--- src/rtl/intr_pkg.sv ---
package intr_pkg;
  typedef enum logic {
    TRIG_EDGE  = 1'b0,
    TRIG_LEVEL = 1'b1
  } trig_e;
endpackage

--- src/rtl/intr_pin_ctrl.sv ---
module intr_pin_ctrl
  import intr_pkg::*;
#(
  parameter int VEC_W       = 8,
  parameter int STORM_LIMIT = 10000
) (
  input  logic             clk,
  input  logic             rst,
  input  logic             assert_i,
  input  logic             deassert_i,
  input  logic             mask_i,
  input  logic             level_i,
  input  logic [VEC_W-1:0] vector_i,
  input  logic             eoi_valid_i,
  input  logic [VEC_W-1:0] eoi_vector_i,
  input  logic             expire_i,
  input  logic             load_i,
  input  logic             accept_i,
  output logic             elig_o,
  output logic             rirr_o,
  output logic             defer_o
);
  localparam int CW = $clog2(STORM_LIMIT + 1);

  logic          pend, want, rirr, mask_q;
  logic [CW-1:0] cnt;
  logic          pend_n, want_n, rirr_n;
  logic [CW-1:0] cnt_n, cnt_inc;
  logic          eoi_hit, redo, storm, unmask_ev, rirr_after;
  trig_e         trig;

  always_comb begin
    trig       = level_i ? TRIG_LEVEL : TRIG_EDGE;
    eoi_hit    = eoi_valid_i && (eoi_vector_i == vector_i) && (trig == TRIG_LEVEL);
    redo       = eoi_hit && pend && !mask_i;
    cnt_inc    = cnt + 1'b1;
    storm      = redo && (cnt_inc == CW'(STORM_LIMIT));
    rirr_after = rirr && !eoi_hit;
    unmask_ev  = mask_q && !mask_i && (trig == TRIG_LEVEL) && pend && !rirr;
  end

  always_comb begin
    want_n = want;
    if (redo) want_n = !storm;
    if (expire_i && (trig == TRIG_LEVEL) && pend && !rirr_after) want_n = 1'b1;
    if (unmask_ev) want_n = 1'b1;
    if (load_i) want_n = 1'b0;
    if (assert_i && ((trig == TRIG_LEVEL) || !pend)) want_n = 1'b1;
    if (deassert_i) want_n = 1'b0;

    pend_n = pend;
    if (assert_i) pend_n = 1'b1;
    if (deassert_i) pend_n = 1'b0;

    rirr_n = rirr_after;
    if (accept_i) rirr_n = 1'b1;
    if (trig == TRIG_EDGE) rirr_n = 1'b0;

    cnt_n = cnt;
    if (eoi_hit) cnt_n = (redo && !storm) ? cnt_inc : '0;
  end

  always_ff @(posedge clk) begin
    if (rst) begin
      pend   <= 1'b0;
      want   <= 1'b0;
      rirr   <= 1'b0;
      mask_q <= 1'b1;
      cnt    <= '0;
    end else begin
      pend   <= pend_n;
      want   <= want_n;
      rirr   <= rirr_n;
      mask_q <= mask_i;
      cnt    <= cnt_n;
    end
  end

  assign elig_o  = want && pend && !mask_i && !((trig == TRIG_LEVEL) && rirr);
  assign rirr_o  = rirr;
  assign defer_o = storm;

  assert_rirr_on_accept_R4: assert property (@(posedge clk) disable iff (rst)
    accept_i && level_i |=> rirr_o);
  assert_eoi_clears_rirr_R5: assert property (@(posedge clk) disable iff (rst)
    eoi_hit && !accept_i |=> !rirr_o);
  assert_deassert_idle_R1: assert property (@(posedge clk) disable iff (rst)
    deassert_i |=> !elig_o);
  assert_storm_holds_R6: assert property (@(posedge clk) disable iff (rst)
    storm && !expire_i && !assert_i && !unmask_ev |=> !elig_o);
  assert_count_bound_R6: assert property (@(posedge clk) disable iff (rst)
    cnt < CW'(STORM_LIMIT));
endmodule

--- src/rtl/intr_lowest_pick.sv ---
module intr_lowest_pick #(
  parameter int N = 8,
  localparam int PW = $clog2(N)
) (
  input  logic          clk,
  input  logic          rst,
  input  logic [N-1:0]  req,
  output logic [N-1:0]  gnt,
  output logic          any,
  output logic [PW-1:0] idx
);
  assign gnt = req & (~req + N'(1));
  assign any = |req;

  always_comb begin
    idx = '0;
    for (int i = N - 1; i >= 0; i--) begin
      if (gnt[i]) idx = PW'(i);
    end
  end

  assert_grant_lowest_R10: assert property (@(posedge clk) disable iff (rst)
    $onehot0(gnt) && ((gnt & ~req) == '0) && (((gnt - N'(1)) & req & {N{any}}) == '0));
endmodule

--- src/rtl/intr_defer_timer.sv ---
module intr_defer_timer #(
  parameter int DELAY = 64
) (
  input  logic clk,
  input  logic rst,
  input  logic start_i,
  output logic expire_o
);
  localparam int TW = (DELAY > 2) ? $clog2(DELAY) : 1;

  logic          run;
  logic [TW-1:0] cnt;

  assign expire_o = run && (cnt == TW'(DELAY - 1));

  always_ff @(posedge clk) begin
    if (rst) begin
      run <= 1'b0;
      cnt <= '0;
    end else if (run) begin
      if (expire_o) begin
        run <= 1'b0;
        cnt <= '0;
      end else begin
        cnt <= cnt + 1'b1;
      end
    end else if (start_i) begin
      run <= 1'b1;
      cnt <= '0;
    end
  end

  assert_no_restart_R13: assert property (@(posedge clk) disable iff (rst)
    run && start_i && !expire_o |=> run && (cnt == $past(cnt) + 1'b1));
  assert_expiry_stops_R9: assert property (@(posedge clk) disable iff (rst)
    expire_o |=> !run);
endmodule

--- src/rtl/intr_deliver_eoi.sv ---
module intr_deliver_eoi #(
  parameter int NPINS        = 8,
  parameter int VEC_W        = 8,
  parameter int DEST_W       = 8,
  parameter int STORM_LIMIT  = 10000,
  parameter int DEFER_CYCLES = 64,
  localparam int PW = $clog2(NPINS)
) (
  input  logic                    clk,
  input  logic                    rst,
  input  logic [NPINS-1:0]        irq_assert,
  input  logic [NPINS-1:0]        irq_deassert,
  input  logic [NPINS-1:0]        ent_mask,
  input  logic [NPINS-1:0]        ent_level,
  input  logic [NPINS*VEC_W-1:0]  ent_vector,
  input  logic [NPINS*DEST_W-1:0] ent_dest,
  output logic [NPINS-1:0]        rirr_out,
  input  logic                    eoi_valid,
  input  logic [VEC_W-1:0]        eoi_vector,
  output logic                    msg_valid,
  input  logic                    msg_ready,
  output logic [PW-1:0]           msg_pin,
  output logic [VEC_W-1:0]        msg_vector,
  output logic [DEST_W-1:0]       msg_dest,
  output logic                    msg_level
);
  logic [NPINS-1:0] elig, gnt, load_pin, acc_pin, storm_hit;
  logic             any, expire, slot_free, accept;
  logic [PW-1:0]    pick;

  assign accept    = msg_valid && msg_ready;
  assign slot_free = !msg_valid || msg_ready;
  assign load_pin  = gnt & {NPINS{slot_free}};

  for (genvar i = 0; i < NPINS; i++) begin : g_pin
    assign acc_pin[i] = accept && msg_level && (msg_pin == PW'(i));
    intr_pin_ctrl #(.VEC_W(VEC_W), .STORM_LIMIT(STORM_LIMIT)) u_pin (
      .clk(clk), .rst(rst),
      .assert_i(irq_assert[i]), .deassert_i(irq_deassert[i]),
      .mask_i(ent_mask[i]), .level_i(ent_level[i]),
      .vector_i(ent_vector[i*VEC_W +: VEC_W]),
      .eoi_valid_i(eoi_valid), .eoi_vector_i(eoi_vector),
      .expire_i(expire), .load_i(load_pin[i]), .accept_i(acc_pin[i]),
      .elig_o(elig[i]), .rirr_o(rirr_out[i]), .defer_o(storm_hit[i])
    );
  end

  intr_lowest_pick #(.N(NPINS)) u_pick (
    .clk(clk), .rst(rst), .req(elig), .gnt(gnt), .any(any), .idx(pick)
  );

  intr_defer_timer #(.DELAY(DEFER_CYCLES)) u_defer (
    .clk(clk), .rst(rst), .start_i(|storm_hit), .expire_o(expire)
  );

  always_ff @(posedge clk) begin
    if (rst) begin
      msg_valid  <= 1'b0;
      msg_pin    <= '0;
      msg_vector <= '0;
      msg_dest   <= '0;
      msg_level  <= 1'b0;
    end else if (slot_free) begin
      msg_valid <= any;
      if (any) begin
        msg_pin    <= pick;
        msg_vector <= ent_vector[pick*VEC_W +: VEC_W];
        msg_dest   <= ent_dest[pick*DEST_W +: DEST_W];
        msg_level  <= ent_level[pick];
      end
    end
  end

  assert_hold_msg_R11: assert property (@(posedge clk) disable iff (rst)
    msg_valid && !msg_ready |=> msg_valid && $stable(msg_pin) && $stable(msg_vector)
      && $stable(msg_dest) && $stable(msg_level));
endmodule

--- config.mk ---
export PLATFORM = sky130hd
export DESIGN_NAME = intr_deliver_eoi
export DESIGN_NICKNAME = d
export VERILOG_FILES = /design/src/rtl/intr_pkg.sv /design/src/rtl/intr_pin_ctrl.sv /design/src/rtl/intr_lowest_pick.sv /design/src/rtl/intr_defer_timer.sv /design/src/rtl/intr_deliver_eoi.sv
export SDC_FILE = /design/constraint.sdc
export NUM_CORES = 1
export LEC_CHECK = 0
export CELL_PAD_IN_SITES_DETAIL_PLACEMENT = 1
export CELL_PAD_IN_SITES_GLOBAL_PLACEMENT = 2
export CORE_AREA = 8 8 205 207
export DETAILED_ROUTE_END_ITERATION = 8
export DIE_AREA = 0 0 213 215
export DONT_BUFFER_PORTS = 1
export GPL_TIMING_DRIVEN = 0
export PLACE_DENSITY_LB_ADDON = 0.12
export SLEW_MARGIN = 20
export SYNTH_ARGS = -nofsm -noshare
export SYNTH_HDL_FRONTEND = slang
export SYNTH_HIERARCHICAL = 1
export SYNTH_SLANG_ARGS = --single-unit
--- constraint.sdc ---
create_clock -name clk -period 2.8 [get_ports clk]
set_clock_uncertainty 0.2 [all_clocks]
set_input_delay 0.14 -clock clk [delete_from_list [all_inputs] [get_ports clk]]
set_output_delay 0.14 -clock clk [all_outputs]
set_load 0.05 [all_outputs]
==> results.json, run 1 <==
{
  "relSlewSlack": 0.439,
  "ys_types": 67,
  "synth_most_common_cell": "nand2_1",
  "drt-total-wl_mm": 60.4,
  "grt_usage": 0.252,
  "swShare": 0.286,
  "cellPowerDensity_mw_per_mm2": 337,
  "comb_power_share": 0.149,
  "firstDrtPassIters": 5,
  "period_minus_slack_ns": 2.79,
  "dieWidth_um": 213,
  "setup_violations": 0,
  "peakVddDrop_uv": 403,
  "area_growth_pct": 32.8,
  "synth-seq-area-share": 0.258,
  "hold_depth": 4,
  "leakage_nw": 6.31,
  "viasPerCell": 5.88,
  "cp_data_required_time_ns": 2.92,
  "yosysWarnings": 6,
  "cts_tree": "done",
  "path_cells": "nand2_1, nand2_1, nor2_4, nor2_2, o21ai_2, a211oi_2, buf_6, buf_12, buf_12, mux2i_4, a22oi_1, a21oi_2, nor3_2",
  "hold_path.class": "in2reg",
  "final_util": 0.454,
  "switching_power_mw": 1.71,
  "status": "finished with violations",
  "cts.sink_count": 172,
  "htree_levels": 4,
  "syn-cell-area_mm2": 0.0133,
  "portBuffers": 0,
  "violations": "negative hold slack",
  "syn_inst": 1678,
  "crit_type": "reg2reg",
  "grt_pass1_vias": 14700,
  "cp-start-kind": "register",
  "synth_top_area_share": 0.258,
  "yosys-top-cells-count": "nand2_1, dfxtp_1, nor2_1",
  "die_height_um": 215,
  "critPathSlowestCell": "dfxtp_4",
  "reg2regPathDepth": 13,
  "synthFlopType": "dfxtp_1",
  "gr-usage-met2": 0.415,
  "drt_iter0_drc": 877,
  "nNetsFinal": 2135,
  "clkPwrFrac": 0.421,
  "rows": 73,
  "drv_cap": 0,
  "slew_violations": 0,
  "worstSkewPairLatency_ns": 0.46,
  "dp_hpwl_mm": 41.9,
  "worst_pin_slew_ns": 0.840,
  "grt_max_degree": 24,
  "core_mm2": 0.0390,
  "cp_max_fo": 10,
  "dp.cells": 2204,
  "use_met1": 0.315,
  "clock-root-buffer": "clkbuf_16",
  "endpoint_kind": "register",
  "synth_nets": 1867,
  "die_area_mm2": 0.0458,
  "intPower_mw": 4.26,
  "seqPwrFrac": 0.431,
  "start_util": 0.342,
  "cts_buffers": 17,
  "final_cells": 2490,
  "use_met3": 0.0576,
  "routabilityCongestion": 0.842,
  "fillers": 4610,
  "wl_per_cell_um": 24.3,
  "antenna_left": 0,
  "synthArstFlopShare": 0,
  "busiest_layer": "met2",
  "crit_arrival_ns": 2.91,
  "synth_area_leaders": "dfxtp_1, mux2i_1, nand2_1",
  "hold_viol": 2,
  "synth_area_leader_cell": "dfxtp_1",
  "drc_errors": 0,
  "grt_pass1_wl_mm": 89.2,
  "num_vias": 14600,
  "grt.overflow.total": 0,
  "ys_ff_latch": 172,
  "power_mw": 5.97,
  "syn_avg_cell_area_um2": 7.95,
  "whs_ns": -0.0673,
  "layout_worst_path_cycle_share": 0.996,
  "fmaxAchievable_ghz": 0.358,
  "ios": 201,
  "drive_gt1_frac": 0.214,
  "critPathMaxStageDelay_ns": 0.46,
  "synth_edf_count": 0,
  "path_clk_slew_ns": 0.07,
  "antenna_found_initial": 5,
  "cts.path.max_buffers": 2
}
-- repair_timing --
action                                 CTS  global route
pin swaps                               21            42
buffers inserted                        16            56
endpoints found under the hold margin   89             8
gates cloned                             0             1
gates resized for setup                115            86
hold buffers                           175             8
setup endpoints to repair               24            32
-- final timing paths --
path	startpoint	end	slack, ns
worst max-delay path	g_pin[4].u_pin/rirr_o$_SDFF_PP0_	msg_vector[3]$_SDFFE_PP0P_	0.01
worst min-delay path	ent_dest[46]	msg_dest[6]$_SDFFE_PP0P_	-0.07
worst max register to register	g_pin[4].u_pin/rirr_o$_SDFF_PP0_	msg_vector[3]$_SDFFE_PP0P_	0.01
worst min register to register	g_pin[6].u_pin/cnt[13]$_SDFFE_PP0P_	g_pin[6].u_pin/cnt[13]$_SDFFE_PP0P_	0.30
-- layer usage --
metal  part of all wire  up-vias
li1                   -     6812
met1               0.43     7310
met2               0.47      407
met3              0.064      108
met4              0.038        0
met5                  0        -
-- power groups by stage --
stage / combinational [mW] / clock [mW] / sequential, mW
after floorplan: 0.428 / 0 / 2.62
after global placement: 0.574 / 0 / 2.63
after detailed placement: 0.583 / 0 / 2.64
after CTS: 0.820 / 2.57 / 2.57
after global routing: 0.946 / 2.66 / 2.57
final: 0.887 / 2.51 / 2.57
-- placed cells by master (no fill, tap or decap), types with 49 or more instances in the layout --
master and n:
buf_4 86, inv_1 49, nor3_1 52, dlygate4sd3_1 182
o21ai_0 54, a21oi_1 98, nor2_1 128, nand2_1 161
mux2i_1 59, nand3_1 61, xor2_1 68, a31oi_1 60
dfxtp_1 130
-- logic make-up after synthesis --
| group | count (synthesis) | synth area share |
|---|---|---|
| and+or+nand+nor | 771 | 0.335 |
| DFF | 172 | 0.258 |
| xor gates and xnor gates | 78 | 0.0512 |
| muxes | 72 | 0.0542 |
| AOI/OAI and AO/OA | 417 | 0.221 |
| adders and majority gates | 17 | 0.0159 |
| buffers and inverters | 151 | 0.0649 |
-- area by class of cell --
| cell class | instances | area, um2 | share of cell area |
|---|---|---|---|
| Multi-Input combinational cell | 1355 | 9610 | 0.542 |
| Sequential cell | 172 | 3520 | 0.199 |
| Timing Repair Buffer | 257 | 2430 | 0.137 |
| Buffer | 94 | 709 | 0.0401 |
| Tap cell | 525 | 657 | 0.0371 |
| Clock buffer | 23 | 478 | 0.0270 |
| Inverter | 49 | 184 | 0.0104 |
| Clock inverter | 9 | 113 | 0.00636 |
| Antenna cell | 6 | 15.0 | 0.000848 |
-- registers in the layout, indices dropped and copies added, names as in the netlist --
register / cells
msg_dest: 8
g_pin.u_pin/cnt: 112
msg_pin: 3
g_pin.u_pin/mask_q: 8
msg_vector: 8
g_pin.u_pin/rirr_o: 8
g_pin.u_pin/want: 8
g_pin.u_pin/pend: 8
msg_valid: 1
msg_level: 1
u_defer/cnt: 6
u_defer/run: 1
-- worst max-delay path, delay by kind of cell, from the launching register on --
kind                   cells  cell delay, ns
buffers and inverters      3            0.53
multiplexers               1            0.26
flip-flops                 1            0.46
AND/OR/NAND/NOR            5            0.48
AO/OA/AOI/OAI              4            0.71
-- through the flow --
step	setup TNS, ns	instance area (um2)	setup slack (ns)
2_1_floorplan	0	13300	0.0889
3_3_place_gp	-17.72	14000	-0.952
3_5_place_dp	-15.54	14000	-0.985
4_1_cts	0	16900	0.00125
5_1_grt	-0.479	17700	-0.0749
6_report	0	17700	0.0105
Note: power is estimated with default switching activity, not from simulation.
==> run 2, diff against run 1 <==
- ABC_AREA: not set -> 1
- CORE_AREA: 8 8 205 207 -> 8 8 222 224
- DIE_AREA: 0 0 213 215 -> 0 0 230 232
- clock period: 2.8 -> 2.82 ns (I/O delays scaled with it)
==> run 2 against run 1 <==
  * The flow still finishes with violations (negative hold slack)
  * Non-clock buffer count fell by 73
  * Cell count rose by 43%
  * Sequential power fell by 2%
  * Synthesized cell count rose by 60%
  * Global-route usage rose by 0.54 points
  * Power fell by 2.5%
  * Hold slack improved by 0.065 ns
  * Register-to-register slack improved by 0.099 ns
  * Fmax rose by 2.9%
==> results.json, run 2 <==
{
  "htree_levels": 4,
  "yosysWarnings": 6,
  "synth-seq-area-share": 0.231,
  "critPathMaxStageDelay_ns": 0.38,
  "multi_input_area_mm2": 0.00980,
  "grt_pass1_wl_mm": 107,
  "drt-total-wl_mm": 70.1,
  "synth_area_leader_cell": "dfxtp_1",
  "comb_power_share": 0.164,
  "slew_violations": 0,
  "cellPowerDensity_mw_per_mm2": 306,
  "clkPwrFrac": 0.400,
  "path_clk_slew_ns": 0.08,
  "grt_pass1_vias": 18500,
  "portBuffers": 0,
  "cts.sink_count": 172,
  "worst-path-buf-inv": 1,
  "firstDrtPassIters": 5,
  "cts_tree": "done",
  "drv_cap": 0,
  "worst_pin_slew_ns": 0.752,
  "setup_violations": 0,
  "start_util": 0.326,
  "synth_edf_count": 0,
  "fmaxAchievable_ghz": 0.369,
  "status": "finished with violations",
  "cp_data_required_time_ns": 3.07,
  "critPathSlowestCell": "dfxtp_4",
  "syn_avg_cell_area_um2": 5.57,
  "intPower_mw": 4.01,
  "area_growth_pct": 27.4,
  "regArea_mm2": 0.00351,
  "drt_iter0_drc": 1000,
  "syn_inst": 2681,
  "cp_max_fo": 8,
  "hold_viol": 1,
  "worstSkewPairLatency_ns": 0.51,
  "path_cells": "ha_4, nand2_2, nor2_4, buf_4, xor2_4, nand3_2, nor2_2, nand4_1, nor3_4, nor4_2, nand2_1, nor2_4, nor2_4, nand2_1, nand2_1, nand3_1, nor2_1",
  "final_common_cell": "nand2_1",
  "switching_power_mw": 1.81,
  "cts.path.max_buffers": 2,
  "synth_most_common_cell": "nand2_1",
  "ys_ff_latch": 172,
  "cts_buffers": 17,
  "yosys-top-cells-count": "nand2_1, inv_1, nor2_1",
  "num_vias": 17900,
  "period_minus_slack_ns": 2.71,
  "n_antenna_cell": 0,
  "hold_path.class": "in2reg",
  "synthFlopType": "dfxtp_1",
  "cp-start-kind": "register",
  "dp_hpwl_mm": 51.9,
  "whs_ns": -0.00225,
  "die_height_um": 232,
  "crit_type": "reg2reg",
  "power_mw": 5.82,
  "crit_arrival_ns": 2.96,
  "die_area_mm2": 0.0534,
  "critPathTopFamily": "simple AND/OR/NAND/NOR gates",
  "synth_top_area_share": 0.231,
  "synth_nets": 2870,
  "synth_area_leaders": "dfxtp_1, nand2_1, inv_1",
  "endpoint_kind": "register",
  "rows": 79,
  "viasPerCell": 5.04,
  "top_register": "g_pin.u_pin/cnt",
  "swShare": 0.312,
  "post-place-ws_ns": -0.422,
  "violations": "negative hold slack",
  "dieWidth_um": 230,
  "layout_worst_path_cycle_share": 0.961,
  "grt.overflow.total": 0,
  "relSlewSlack": 0.498,
  "nNetsFinal": 3123,
  "drive_gt1_frac": 0.112,
  "grt_usage": 0.257,
  "antenna_left": 0,
  "leakage_nw": 8.84,
  "clock-root-buffer": "clkbuf_16",
  "ios": 201,
  "fillers": 6258,
  "antenna_found_initial": 6,
  "rsz0062_at_grt": "yes",
  "fin_ws_ns": 0.110,
  "grt_max_degree": 65,
  "ys_types": 39,
  "largest_register_ffs": 112,
  "seqPwrFrac": 0.435,
  "syn-cell-area_mm2": 0.0149,
  "final_cells": 3554,
  "core_mm2": 0.0459,
  "wl_per_cell_um": 19.7,
  "synthArstFlopShare": 0,
  "peakVddDrop_uv": 398,
  "dp.cells": 3288,
  "drc_errors": 0,
  "final_cell_mix": "nand2_1, inv_1, nor2_1",
  "routabilityCongestion": 0.921
}
==> run 2: cell count changes in the layout (fill, tap and decap cells not counted), moves of 35 or more <==
cell,before,now
a22oi_1,35,0
a31oi_1,60,0
and3_1,48,8
buf_4,86,32
inv_1,49,458
mux2i_1,59,0
nand2_1,161,913
nand3_1,61,249
nand4_1,39,98
nor2_1,128,289
nor3_1,52,16
xor2_1,68,8
==> run 2: repair_timing <==
action / 4_1_cts / 5_1_grt
setup endpoints to repair: 24 / 24
gates resized for setup: 31 / 90
setup buffers: 3 / 27
gates cloned: 0 / 0
hold buffers: 204 / 0
pin swaps: 4 / 34
endpoints found under the hold margin: 172 / 0
==> run 2: cells by family after synthesis <==
family,share of synthesized area
AND/OR/NAND/NOR,0.515
AO/OA/AOI/OAI,0.0717
adder cells (fa/ha/maj),0.0142
flip-flops,0.231
XOR/XNOR,0.0285
buffers and inverters,0.140
==> run 2: worst reg2reg max path: stages, from the launching register on <==
cell,delay [ns]
dfxtp_4,0.38
ha_4,0.16
nand2_2,0.08
nor2_4,0.13
buf_4,0.15
xor2_4,0.17
nand3_2,0.13
nor2_2,0.09
nand4_1,0.18
nor3_4,0.34
nor4_2,0.10
nand2_1,0.11
nor2_4,0.08
nor2_4,0.10
nand2_1,0.05
nand2_1,0.06
nand3_1,0.06
nor2_1,0.08
==> run 2: power by group through the flow <==
stage	logic, mW	clock network, mW	registers [mW]
after floorplan	0.457	0	2.58
after global placement	0.602	0	2.60
after detailed placement	0.612	0	2.60
after CTS	0.929	2.43	2.54
after global routing	1.05	2.52	2.54
final	0.957	2.33	2.53
==> run 2: per-stage QoR <==
stage	utilization	TNS, ns	area, um2
finish	0.415	0	19000
global placement	0.342	-4.03	15700
global route	0.415	-0.134	19000
CTS	0.402	0	18400
detailed placement	0.342	-4.91	15700
floorplan	-	0	14900
==> run 2: path summary, 6_finish.rpt <==
check | start | end | slack [ns] | cells past startpoint
max | g_pin[2].u_pin/cnt[0]$_SDFFE_PP0P_ | u_defer/cnt[5]$_SDFFE_PP0P_ | 0.11 | 17
min | ent_level[6] | g_pin[6].u_pin/want$_SDFFE_PP0P_ | -0.002 | 8
max reg2reg | g_pin[2].u_pin/cnt[0]$_SDFFE_PP0P_ | u_defer/cnt[5]$_SDFFE_PP0P_ | 0.11 | 17
min reg2reg | g_pin[2].u_pin/cnt[13]$_SDFFE_PP0P_ | g_pin[2].u_pin/cnt[13]$_SDFFE_PP0P_ | 0.29 | 2
==> run 2: cell type report <==
type                            count  area share
Buffer                             44      0.0130
Clock buffer                       21      0.0242
Tap cell                          607      0.0399
Clock inverter                     11     0.00362
Inverter                          494      0.0976
Sequential cell                   172       0.185
Timing Repair Buffer              234       0.122
Multi-Input combinational cell   1971       0.515
==> run 2: metal layers <==
layer | track usage | vias to the layer above | part of all wire
met1 | 0.311 | 8538 | 0.43
li1 | - | 8804 | -
met4 | 0.0919 | 6 | 0.032
met3 | 0.0746 | 114 | 0.069
met2 | 0.431 | 463 | 0.47
met5 | 0 | - | 0.00060
